--- config.mk ---
export PLATFORM = sky130hd
export DESIGN_NAME = pwr_state_seq
export DESIGN_NICKNAME = d
export VERILOG_FILES = /design/src/rtl/pss_pkg.sv /design/src/rtl/pss_button.sv /design/src/rtl/pss_ack_timer.sv /design/src/rtl/pss_wake_gate.sv /design/src/rtl/pwr_state_seq.sv
export SDC_FILE = /design/constraint.sdc
export NUM_CORES = 1
export LEC_CHECK = 0
export ABC_AREA = 1
export CAP_MARGIN = 20
export CORE_ASPECT_RATIO = 0.6
export CORE_MARGIN = 2
export CORE_UTILIZATION = 60
export DETAILED_ROUTE_END_ITERATION = 12
export DONT_BUFFER_PORTS = 1
export PLACE_DENSITY = 0.83
export SLEW_MARGIN = 15
export SYNTH_ARGS = -nofsm -noshare
export SYNTH_HDL_FRONTEND = slang
export SYNTH_SLANG_ARGS = --single-unit
--- constraint.sdc ---
create_clock -name clk -period 1.9 [get_ports clk]
set_input_delay 0.19 -clock clk [delete_from_list [all_inputs] [get_ports clk]]
set_output_delay 0.19 -clock clk [all_outputs]
set_load 0.1 [all_outputs]
--- src/rtl/pss_pkg.sv ---
// Shared types for the sleep-state sequencer.
// Assumes: level codes are the ACPI sleep numbers on three bits.
package pss_pkg;

    typedef enum logic [2:0] {
        PS_S0,
        PS_CLKSTOP,
        PS_SELFREF,
        PS_S1,
        PS_S3,
        PS_S4,
        PS_S5
    } pss_state_e;

    localparam logic [2:0] LVL_S0 = 3'd0;
    localparam logic [2:0] LVL_S1 = 3'd1;
    localparam logic [2:0] LVL_S3 = 3'd3;
    localparam logic [2:0] LVL_S4 = 3'd4;
    localparam logic [2:0] LVL_S5 = 3'd5;

    // True for the level codes that software may request.
    function automatic logic lvl_supported(logic [2:0] code);
        return (code == LVL_S1) || (code == LVL_S3) ||
               (code == LVL_S4) || (code == LVL_S5);
    endfunction

    // Settled level reported for a state; transitional states report S0.
    function automatic logic [2:0] lvl_of(pss_state_e s);
        case (s)
            PS_S1:   return LVL_S1;
            PS_S3:   return LVL_S3;
            PS_S4:   return LVL_S4;
            PS_S5:   return LVL_S5;
            default: return LVL_S0;
        endcase
    endfunction

endpackage

--- src/rtl/pss_button.sv ---
// Power-button conditioner: two-flop synchroniser, debounce, hold timer.
// press_o pulses once when a debounced press starts. hold_o pulses once
// when the press has lasted HOLD_CYC cycles. short_o pulses on the release
// of a press that never reached hold_o.
// Assumes: btn_n_i is asynchronous and low while pressed; DEB_CYC >= 1.
module pss_button #(
    parameter int DEB_CYC  = 16,
    parameter int HOLD_CYC = 400_000_000
) (
    input  logic clk,
    input  logic rst_n,
    input  logic btn_n_i,
    output logic press_o,
    output logic hold_o,
    output logic short_o
);
    localparam int DW = $clog2(DEB_CYC + 1);
    localparam int HW = $clog2(HOLD_CYC + 1);
    localparam logic [DW-1:0] DEB_LAST  = DW'(DEB_CYC - 1);
    localparam logic [HW-1:0] HOLD_LAST = HW'(HOLD_CYC - 1);

    logic [1:0]    sync_q;
    logic          raw_pressed;
    logic [DW-1:0] deb_cnt_q;
    logic          deb_q;
    logic          prev_q;
    logic [HW-1:0] hold_cnt_q;
    logic          held_q;

    assign raw_pressed = ~sync_q[1];

    // Bring the raw button into the clock domain.
    always_ff @(posedge clk) begin
        if (!rst_n) sync_q <= 2'b11;
        else        sync_q <= {sync_q[0], btn_n_i};
    end

    // Accept a new level only after it has been stable for DEB_CYC cycles.
    always_ff @(posedge clk) begin
        if (!rst_n) begin
            deb_cnt_q <= '0;
            deb_q     <= 1'b0;
        end else if (raw_pressed == deb_q) begin
            deb_cnt_q <= '0;
        end else if (deb_cnt_q == DEB_LAST) begin
            deb_cnt_q <= '0;
            deb_q     <= raw_pressed;
        end else begin
            deb_cnt_q <= deb_cnt_q + 1'b1;
        end
    end

    // Keep last debounced level for edge detection.
    always_ff @(posedge clk) begin
        if (!rst_n) prev_q <= 1'b0;
        else        prev_q <= deb_q;
    end

    // Measure the press length and remember when the override was reached.
    always_ff @(posedge clk) begin
        if (!rst_n || !deb_q) begin
            hold_cnt_q <= '0;
            held_q     <= 1'b0;
        end else if (!held_q) begin
            if (hold_cnt_q == HOLD_LAST) held_q <= 1'b1;
            else                         hold_cnt_q <= hold_cnt_q + 1'b1;
        end
    end

    assign press_o = deb_q & ~prev_q;
    assign hold_o  = deb_q & ~held_q & (hold_cnt_q == HOLD_LAST);
    assign short_o = ~deb_q & prev_q & ~held_q;

endmodule

--- src/rtl/pss_ack_timer.sv ---
// Handshake watchdog: counts cycles while a wait is active and flags
// expiry on the LIMIT-th cycle of one wait.
// Assumes: restart_i pulses on every state change so each wait starts at 0.
module pss_ack_timer #(
    parameter int LIMIT = 1024
) (
    input  logic clk,
    input  logic rst_n,
    input  logic active_i,
    input  logic restart_i,
    output logic expired_o
);
    localparam int CW = $clog2(LIMIT + 1);
    localparam logic [CW-1:0] LAST = CW'(LIMIT - 1);

    logic [CW-1:0] cnt_q;

    // Count cycles of the current wait; clear between waits.
    always_ff @(posedge clk) begin
        if (!rst_n || restart_i || !active_i) cnt_q <= '0;
        else if (cnt_q != LAST)              cnt_q <= cnt_q + 1'b1;
    end

    assign expired_o = active_i & (cnt_q == LAST);

endmodule

--- src/rtl/pss_wake_gate.sv ---
// Per-level wake filter. S1 and S3 accept the button, PME# and PCI Express
// wake; S4 and S5 accept the button only; USB, PS/2 and LAN never wake.
// Assumes: lvl_i is the settled level, 0 while awake or in transition.
module pss_wake_gate (
    input  logic [2:0] lvl_i,
    input  logic       press_i,
    input  logic       pme_i,
    input  logic       pcie_i,
    input  logic       usb_i,
    input  logic       ps2_i,
    input  logic       lan_i,
    output logic       wake_o
);
    import pss_pkg::*;

    logic unused_wake;
    assign unused_wake = usb_i ^ ps2_i ^ lan_i;

    // Select the wake sources that are live in the current level.
    always_comb begin
        case (lvl_i)
            LVL_S1, LVL_S3: wake_o = press_i | pme_i | pcie_i;
            LVL_S4, LVL_S5: wake_o = press_i;
            default:        wake_o = 1'b0;
        endcase
    end

endmodule

--- src/rtl/pwr_state_seq.sv ---
// Sleep-state sequencer top. Accepts software level requests in S0, runs
// clock-stop and (for S3) self-refresh handshakes, decodes the sleep outputs
// from the state, applies wake sources and the button override, and keeps
// sticky status for short presses and handshake timeouts.
// Assumes: all inputs except the button are synchronous to clk.
module pwr_state_seq #(
    parameter int DEB_CYC   = 16,
    parameter int HOLD_CYC  = 400_000_000,
    parameter int ACK_LIMIT = 1024
) (
    input  logic       clk,
    input  logic       rst_n,
    input  logic       sw_req_valid_i,
    input  logic [2:0] sw_req_state_i,
    input  logic       status_clr_i,
    input  logic       pwr_btn_n_i,
    input  logic       clkstop_ack_i,
    input  logic       mem_sr_done_i,
    input  logic       wake_pme_i,
    input  logic       wake_pcie_i,
    input  logic       wake_usb_i,
    input  logic       wake_ps2_i,
    input  logic       wake_lan_i,
    output logic       clkstop_req_o,
    output logic       mem_sr_req_o,
    output logic       cpu_sleep_o,
    output logic       rail_s3_off_o,
    output logic       rail_s4_off_o,
    output logic       plat_rst_o,
    output logic [2:0] cur_state_o,
    output logic       btn_short_o,
    output logic       err_o
);
    import pss_pkg::*;

    pss_state_e state_q, state_d;
    logic [2:0] tgt_q, tgt_d;
    logic       btn_press, btn_hold, btn_short;
    logic       waiting, ack_seen, expired, wake, abort;

    pss_button #(.DEB_CYC(DEB_CYC), .HOLD_CYC(HOLD_CYC)) button_i (
        .clk     (clk),
        .rst_n   (rst_n),
        .btn_n_i (pwr_btn_n_i),
        .press_o (btn_press),
        .hold_o  (btn_hold),
        .short_o (btn_short)
    );

    assign waiting  = (state_q == PS_CLKSTOP) || (state_q == PS_SELFREF);
    assign ack_seen = ((state_q == PS_CLKSTOP) && clkstop_ack_i) ||
                      ((state_q == PS_SELFREF) && mem_sr_done_i);

    pss_ack_timer #(.LIMIT(ACK_LIMIT)) timer_i (
        .clk       (clk),
        .rst_n     (rst_n),
        .active_i  (waiting),
        .restart_i (state_d != state_q),
        .expired_o (expired)
    );

    pss_wake_gate wake_i (
        .lvl_i   (cur_state_o),
        .press_i (btn_press),
        .pme_i   (wake_pme_i),
        .pcie_i  (wake_pcie_i),
        .usb_i   (wake_usb_i),
        .ps2_i   (wake_ps2_i),
        .lan_i   (wake_lan_i),
        .wake_o  (wake)
    );

    assign abort = waiting & expired & ~ack_seen & ~btn_hold;

    // Next-state selection; the button override has the last word.
    always_comb begin
        state_d = state_q;
        tgt_d   = tgt_q;
        case (state_q)
            PS_S0: begin
                if (sw_req_valid_i && lvl_supported(sw_req_state_i)) begin
                    state_d = PS_CLKSTOP;
                    tgt_d   = sw_req_state_i;
                end
            end
            PS_CLKSTOP: begin
                if (clkstop_ack_i) begin
                    case (tgt_q)
                        LVL_S1:  state_d = PS_S1;
                        LVL_S3:  state_d = PS_SELFREF;
                        LVL_S4:  state_d = PS_S4;
                        default: state_d = PS_S5;
                    endcase
                end else if (expired) begin
                    state_d = PS_S0;
                end
            end
            PS_SELFREF: begin
                if (mem_sr_done_i)  state_d = PS_S3;
                else if (expired)   state_d = PS_S0;
            end
            default: begin
                if (wake) state_d = PS_S0;
            end
        endcase
        if (btn_hold) state_d = PS_S5;
    end

    // State and target registers.
    always_ff @(posedge clk) begin
        if (!rst_n) begin
            state_q <= PS_S0;
            tgt_q   <= LVL_S0;
        end else begin
            state_q <= state_d;
            tgt_q   <= tgt_d;
        end
    end

    // Sticky status bits; a clear wins over a same-cycle set.
    always_ff @(posedge clk) begin
        if (!rst_n || status_clr_i) begin
            btn_short_o <= 1'b0;
            err_o       <= 1'b0;
        end else begin
            if (btn_short) btn_short_o <= 1'b1;
            if (abort)     err_o       <= 1'b1;
        end
    end

    // Output decode from the state register.
    always_comb begin
        cur_state_o   = lvl_of(state_q);
        clkstop_req_o = (state_q != PS_S0);
        mem_sr_req_o  = (state_q == PS_SELFREF) || (state_q == PS_S3);
        cpu_sleep_o   = (state_q == PS_S1);
        rail_s3_off_o = (state_q == PS_S3) || (state_q == PS_S4) || (state_q == PS_S5);
        rail_s4_off_o = (state_q == PS_S4) || (state_q == PS_S5);
        plat_rst_o    = (state_q == PS_S1) || rail_s3_off_o;
    end

endmodule

# Word-level counts from Yosys, hierarchy flattened

Index checks and enable logic that the tools add are counted.

Add/subtract/negate cells: 3
Equal/unequal tests: 23
Muxes and demuxes: 12
Bitwise gates (word level): 20
Reduce and logical (&&, ||, !) cells: 28

Operators by type and width:

| cell                  | number |
|---|---|
| $add 29x1->29 const B | 1 |
| $eq 29x29->1 const B  | 1 |
| $eq 3x3->1 const B    | 8 |
| $mux 3                | 6 |
| $pmux 3 s3            | 2 |
| $eq 3x2->1 const B    | 5 |
| $logic_or 1x1->1      | 14 |
| $eq 3x1->1 const B    | 4 |
| $pmux 3 s4            | 1 |
| $add 11x1->11 const B | 1 |
| $eq 11x10->1 const B  | 1 |
| $ne 11x10->1 const B  | 1 |
| $and 1x1->1           | 9 |
| $not 1->1             | 9 |
| $reduce_and 2->1      | 3 |
| $add 5x1->5 const B   | 1 |
| $eq 5x4->1 const B    | 1 |
| $reduce_or 2->1       | 2 |
| $logic_and 1x1->1     | 3 |
| $logic_not 1->1       | 3 |
| $logic_not 3->1       | 1 |
| $ne 3x3->1            | 1 |
| $reduce_bool 3->1     | 1 |
| $reduce_or 3->1       | 1 |
| 4 further kinds       | 6 |

Flip-flop bits (word level): 58
Bits of input ports: 15
Output and inout bits: 11

# Logic depth before layout (Yosys ltp)

Depth after elaboration: 11
Gate-level depth with buffers: 14

# By module

From an unflattened synthesis, not the netlist that was laid out.

Cell total of the unflattened synthesis: 573
Area total of the unflattened synthesis: 3,614.7 um^2

Modules (own cells, without submodules):

| module        | instances | cells an instance | area an instance (um^2) | sequential area each (um^2) |
|---|---|---|---|---|
| pss_button    | 1         | 378               | 2,361.0                 | 780.7 |
| pwr_state_seq | 1         | 99                | 628.1                   | 160.2 |
| pss_ack_timer | 1         | 87                | 589.3                   | 220.2 |
| pss_wake_gate | 1         | 9                 | 36.3                    | 0.0 |

# Worst setup path before layout

OpenSTA, ideal clock, no wires.

Path kind: register to output
Start: register state_q[2]
End: output port cur_state_o[0]
Arrival: 2.604 ns
Setup slack: -0.894 ns
Cell stages (with the launch flop): 3
Path buffers: 0
Cell sequence: dfxtp_1 -> inv_2 -> o21ai_0

Word-level cells in the longest chain between the ends: 2

RTL lines:

| item                                     | RTL line             | text |
|---|---|---|
| from (decl)                              | pwr_state_seq.sv:36  | `pss_state_e state_q, state_d;` |
| from (signal assigned)                   | pwr_state_seq.sv:115 | `state_q <= state_d;` |
| $eq 3x3->1 or $eq 3x2->1 (tied branches) | pss_pkg.sv:29        | `case (s)` |
| $pmux 3 s4 *                             | pss_pkg.sv:29        |  |
| to (decl)                                | pwr_state_seq.sv:30  | `output logic [2:0] cur_state_o,` |

Every way passes the cells marked *; elsewhere a longest branch is shown, timed or not.

# Worst setup path in the final report

Start: register timer_i.cnt_q[0]
End: register timer_i.cnt_q[1]

Word-level cells in the longest chain between the ends: 9

RTL lines:

| item                           | RTL line                                  | text |
|---|---|---|
| from (decl)                    | pss_ack_timer.sv:16                       | `logic [CW-1:0] cnt_q;` |
| from (signal assigned)         | pss_ack_timer.sv:21                       | `else if (cnt_q != LAST) cnt_q <= cnt_q + 1'b1;` |
| $eq 11x10->1                   | pss_ack_timer.sv:24                       | `assign expired_o = active_i & (cnt_q == LAST);` |
| $and 1x1->1                    | pss_ack_timer.sv:24                       |  |
| $mux 3                         | pwr_state_seq.sv:94, pwr_state_seq.sv:100 |  |
| $mux 3 (on tied branches)      | pwr_state_seq.sv:99, pwr_state_seq.sv:87  |  |
| $pmux 3 s3                     | pwr_state_seq.sv:79                       | `case (state_q)` |
| $mux 3                         | pwr_state_seq.sv:106                      | `if (btn_hold) state_d = PS_S5;` |
| $ne 3x3->1                     | pwr_state_seq.sv:58                       | `.restart_i (state_d != state_q),` |
| $logic_or 1x1->1 (2 in series) | pss_ack_timer.sv:20                       | `if (!rst_n \|\| restart_i \|\| !active_i) cnt_q <= '0;` |

Parallel ways exist; a longest one is shown, timed or not.
A chain may end at the register's enable or synchronous reset.

==> reports/qor.yml <==
outcome:
  status: "finished, final reports clean"
layout:
  final_cell_mix: "nand2_1, nor2_1, dfxtp_1"
  nets: 558
  final_common_cell: "nand2_1"
  n_fill_cell: 366
  synthToLayoutAreaGrowth_pct: 22.6
  final_layout_size_suffix_gt1_share_pct: 19.7
  fin_util_pct: 78.0
  n_antenna_cell: 0
die:
  coreArea_um2: 5180
  fp.dieW_um: 99.7
  dieArea_um2: 6120
  die_y_um: 61.4
  ios: 26
  initial_core_util_pct: 63.6
  rows: 20
worst_setup_path:
  worstSetupPathType: "register to register"
  cp_max_fo: 5
  worstPathArrival_ns: 2.08
  path_buf_inv: 2
  cp_top_family: "simple AND/OR/NAND/NOR gates"
  cp_slowest_cell: "dfxtp_4"
  end_kind: "register"
  required_ns: 2.18
  crit_chain: "ha_4 > nand2_2 > nor2_4 > buf_4 > nand3_4 > o21ai_1 > nand2_1 > nor2_2 > nand2_1 > nand2_2 > nand3_4 > clkbuf_16 > nor2_2"
  slowest_delay_ns: 0.37
  start_kind: "register"
grt:
  grt_usage_pct: 29.5
  grt_pass1_wl_um: 13800
  grt_max_degree: 24
  antenna_found_initial: 0
  grt_use_met3_pct: 8.85
  busiest_layer: "met1"
  grt_pass1_vias: 2943
  grt_use_met1_pct: 42.7
  gr-total-overflow: 0
  use_met2_pct: 41.8
clock_network:
  clock_sinks: 58
  cts_root_buf: "clkbuf_8"
  cts_tree: "done"
  clk_pin_slew_ns: 0.07
  cts.path.max_buffers: 2
  ctsHtreeMaxLevel: 3
  cts_buffers: 9
  clk_latency_ns: 0.34
power:
  power_density_nw_per_um2: 771
  vdd_ir_drop_max_uv: 836
  p_leak_nw: 1.65
  total_power_w: 0.00311
synthesis:
  synthDominantCellAreaShare_pct: 35.2
  synth_area_leaders: "dfxtp_1, nand2_1, nor2_1"
  synth_area_um2: 3300
  yosysWarningCount: 0
  ys_seq_area_share_pct: 35.2
  synth-edff-count: 0
  synth_flop_cell: "dfxtp_1"
  ys_async_sr_fraction_pct: 0
  synth-seq-cells: 58
  synth_area_per_cell_um2: 6.62
  yosysTopAreaCell: "dfxtp_1"
  synth_cell_type_count: 32
  synth_fp_nets: 517
  synth_cells: 498
routing:
  initialDrtViolationCount: 425
  antenna_left: 0
  wl_per_cell_um: 14.5
  wirelength_um: 8850
  drc: 0
  vias: 3403
  drt_first_pass_iters: 5
  vias_per_cell: 5.58
timing:
  hold_violations: 0
  setup_viol: 0
  drv_slew: 0
  period_needed_ns: 1.80
  timing.final.crit_share_pct: 94.6
  finClkSkew_ns: 0.00985
  slew_headroom_pct: 66.4
  layout_setup_ws_ns: 0.103
  timing.fmax_mhz: 556
  worst_slew_pin_slew_ns: 0.500
placement:
  place.gp.congestion: 0.962
  dp_slack_ns: 0.0294
  dp_hpwl_um: 6260
  port_buffers: 0
min_path:
  holdCritPathClass: "primary input to register"
job:
  maxCapViolations: 0
-- cell usage after synthesis, types with 2 or more instances --
cell and count:
nor2_1 64, nor3b_1 2, nand4_1 6, dfxtp_1 58
ha_1 4, nand2_2 6, nor3_1 18, clkbuf_1 3
nor2_2 15, o21ai_1 2, o21bai_1 3, buf_2 5
nand3_1 22, a21oi_1 37, nor2_4 5, nand2_1 138
nand3_2 2, nand3b_1 3, or2_2 3, a211oi_1 2
xnor2_1 7, inv_2 6, inv_1 49, xor2_1 18
o21ai_0 13
-- through the flow --
| step | cells | cell area, um^2 | TNS [ns] | hold WS, ns |
|---|---|---|---|---|
| after floorplan | 498 | 3310 | -0.389 | 0.297 |
| after global placement | 585 | 3620 | 0 | 0.298 |
| after detailed placement | 585 | 3620 | 0 | 0.299 |
| after CTS | 603 | 3900 | 0 | 0.00778 |
| after global routing | 610 | 4040 | -0.0482 | 0.0249 |
| final | 610 | 4040 | 0 | 0.0281 |
-- final cells by class --
cell class / count / area (um^2) / area share (%)
multi-input combinational: 376 / 1950 / 48.3
tap: 66 / 82.6 / 2.04
sequential: 58 / 1170 / 28.9
clock buffer: 11 / 151 / 3.75
clock inverter: 5 / 100 / 2.48
timing repair buffer: 39 / 378 / 9.35
inverter: 55 / 206 / 5.11
-- worst register-to-register path, cell delays in order (launching register included) --
cell	delay [ns]
dfxtp_4	0.37
ha_4	0.15
nand2_2	0.07
nor2_4	0.10
buf_4	0.14
nand3_4	0.08
o21ai_1	0.12
nand2_1	0.08
nor2_2	0.11
nand2_1	0.07
nand2_2	0.09
nand3_4	0.10
clkbuf_16	0.18
nor2_2	0.07
-- per-layer routing --
metal  wire length [um]  vias to the layer above  share of wire, %
li1                   -                     1663                 -
met1               4130                     1549                47
met2               3620                      177                41
met3                992                       14                11
met4                106                        0               1.2
met5                  0                        -                 0
-- sequential cells by signal (all words and copies together) (netlist names) --
signal               flops
button_i.hold_cnt_q     29
button_i.sync_q          2
tgt_q                    3
state_q                  3
btn_short_o              1
timer_i.cnt_q           11
err_o                    1
button_i.prev_q          1
button_i.deb_cnt_q       5
button_i.deb_q           1
button_i.held_q          1
-- what timing repair did --
action	CTS	global route
hold endpoints to repair	3	0
endpoints found under the setup margin	3	34
hold buffers	2	0
resized for setup	2	20
pin swaps	0	7
cloned	0	1
buffers inserted	0	6
-- cells by family after synthesis --
logic type / share of synthesized area, %
xor gates and xnor gates: 6.64
adders and majority gates: 1.52
buffers and inverters: 7.71
and+or+nand+nor: 39.0
DFF: 35.2
AOI/OAI and AO/OA: 9.95
-- report_power, final --
part	leakage [nW]	internal, W	switching [W]
Sequential	0.471	0.00124	0.0000215
Combinational	1.05	0.000118	0.000277
Clock	0.129	0.000939	0.000523
Total	1.65	0.00229	0.000821
-- path summary, 6_finish.rpt --
kind / start / to / slack [ns] / cells after the start
min: sw_req_state_i[0] / tgt_q[0]$_SDFFE_PN0P_ / 0.03 / 2
max reg2reg: timer_i.cnt_q[0]$_SDFFE_PP0N_ / timer_i.cnt_q[1]$_SDFFE_PP0N_ / 0.10 / 13
min reg2reg: button_i.sync_q[0]$_SDFF_PN1_ / button_i.sync_q[1]$_SDFF_PN1_ / 0.41 / 1
max: timer_i.cnt_q[0]$_SDFFE_PP0N_ / timer_i.cnt_q[1]$_SDFFE_PP0N_ / 0.10 / 13
Power figures use the tool's default switching activity.
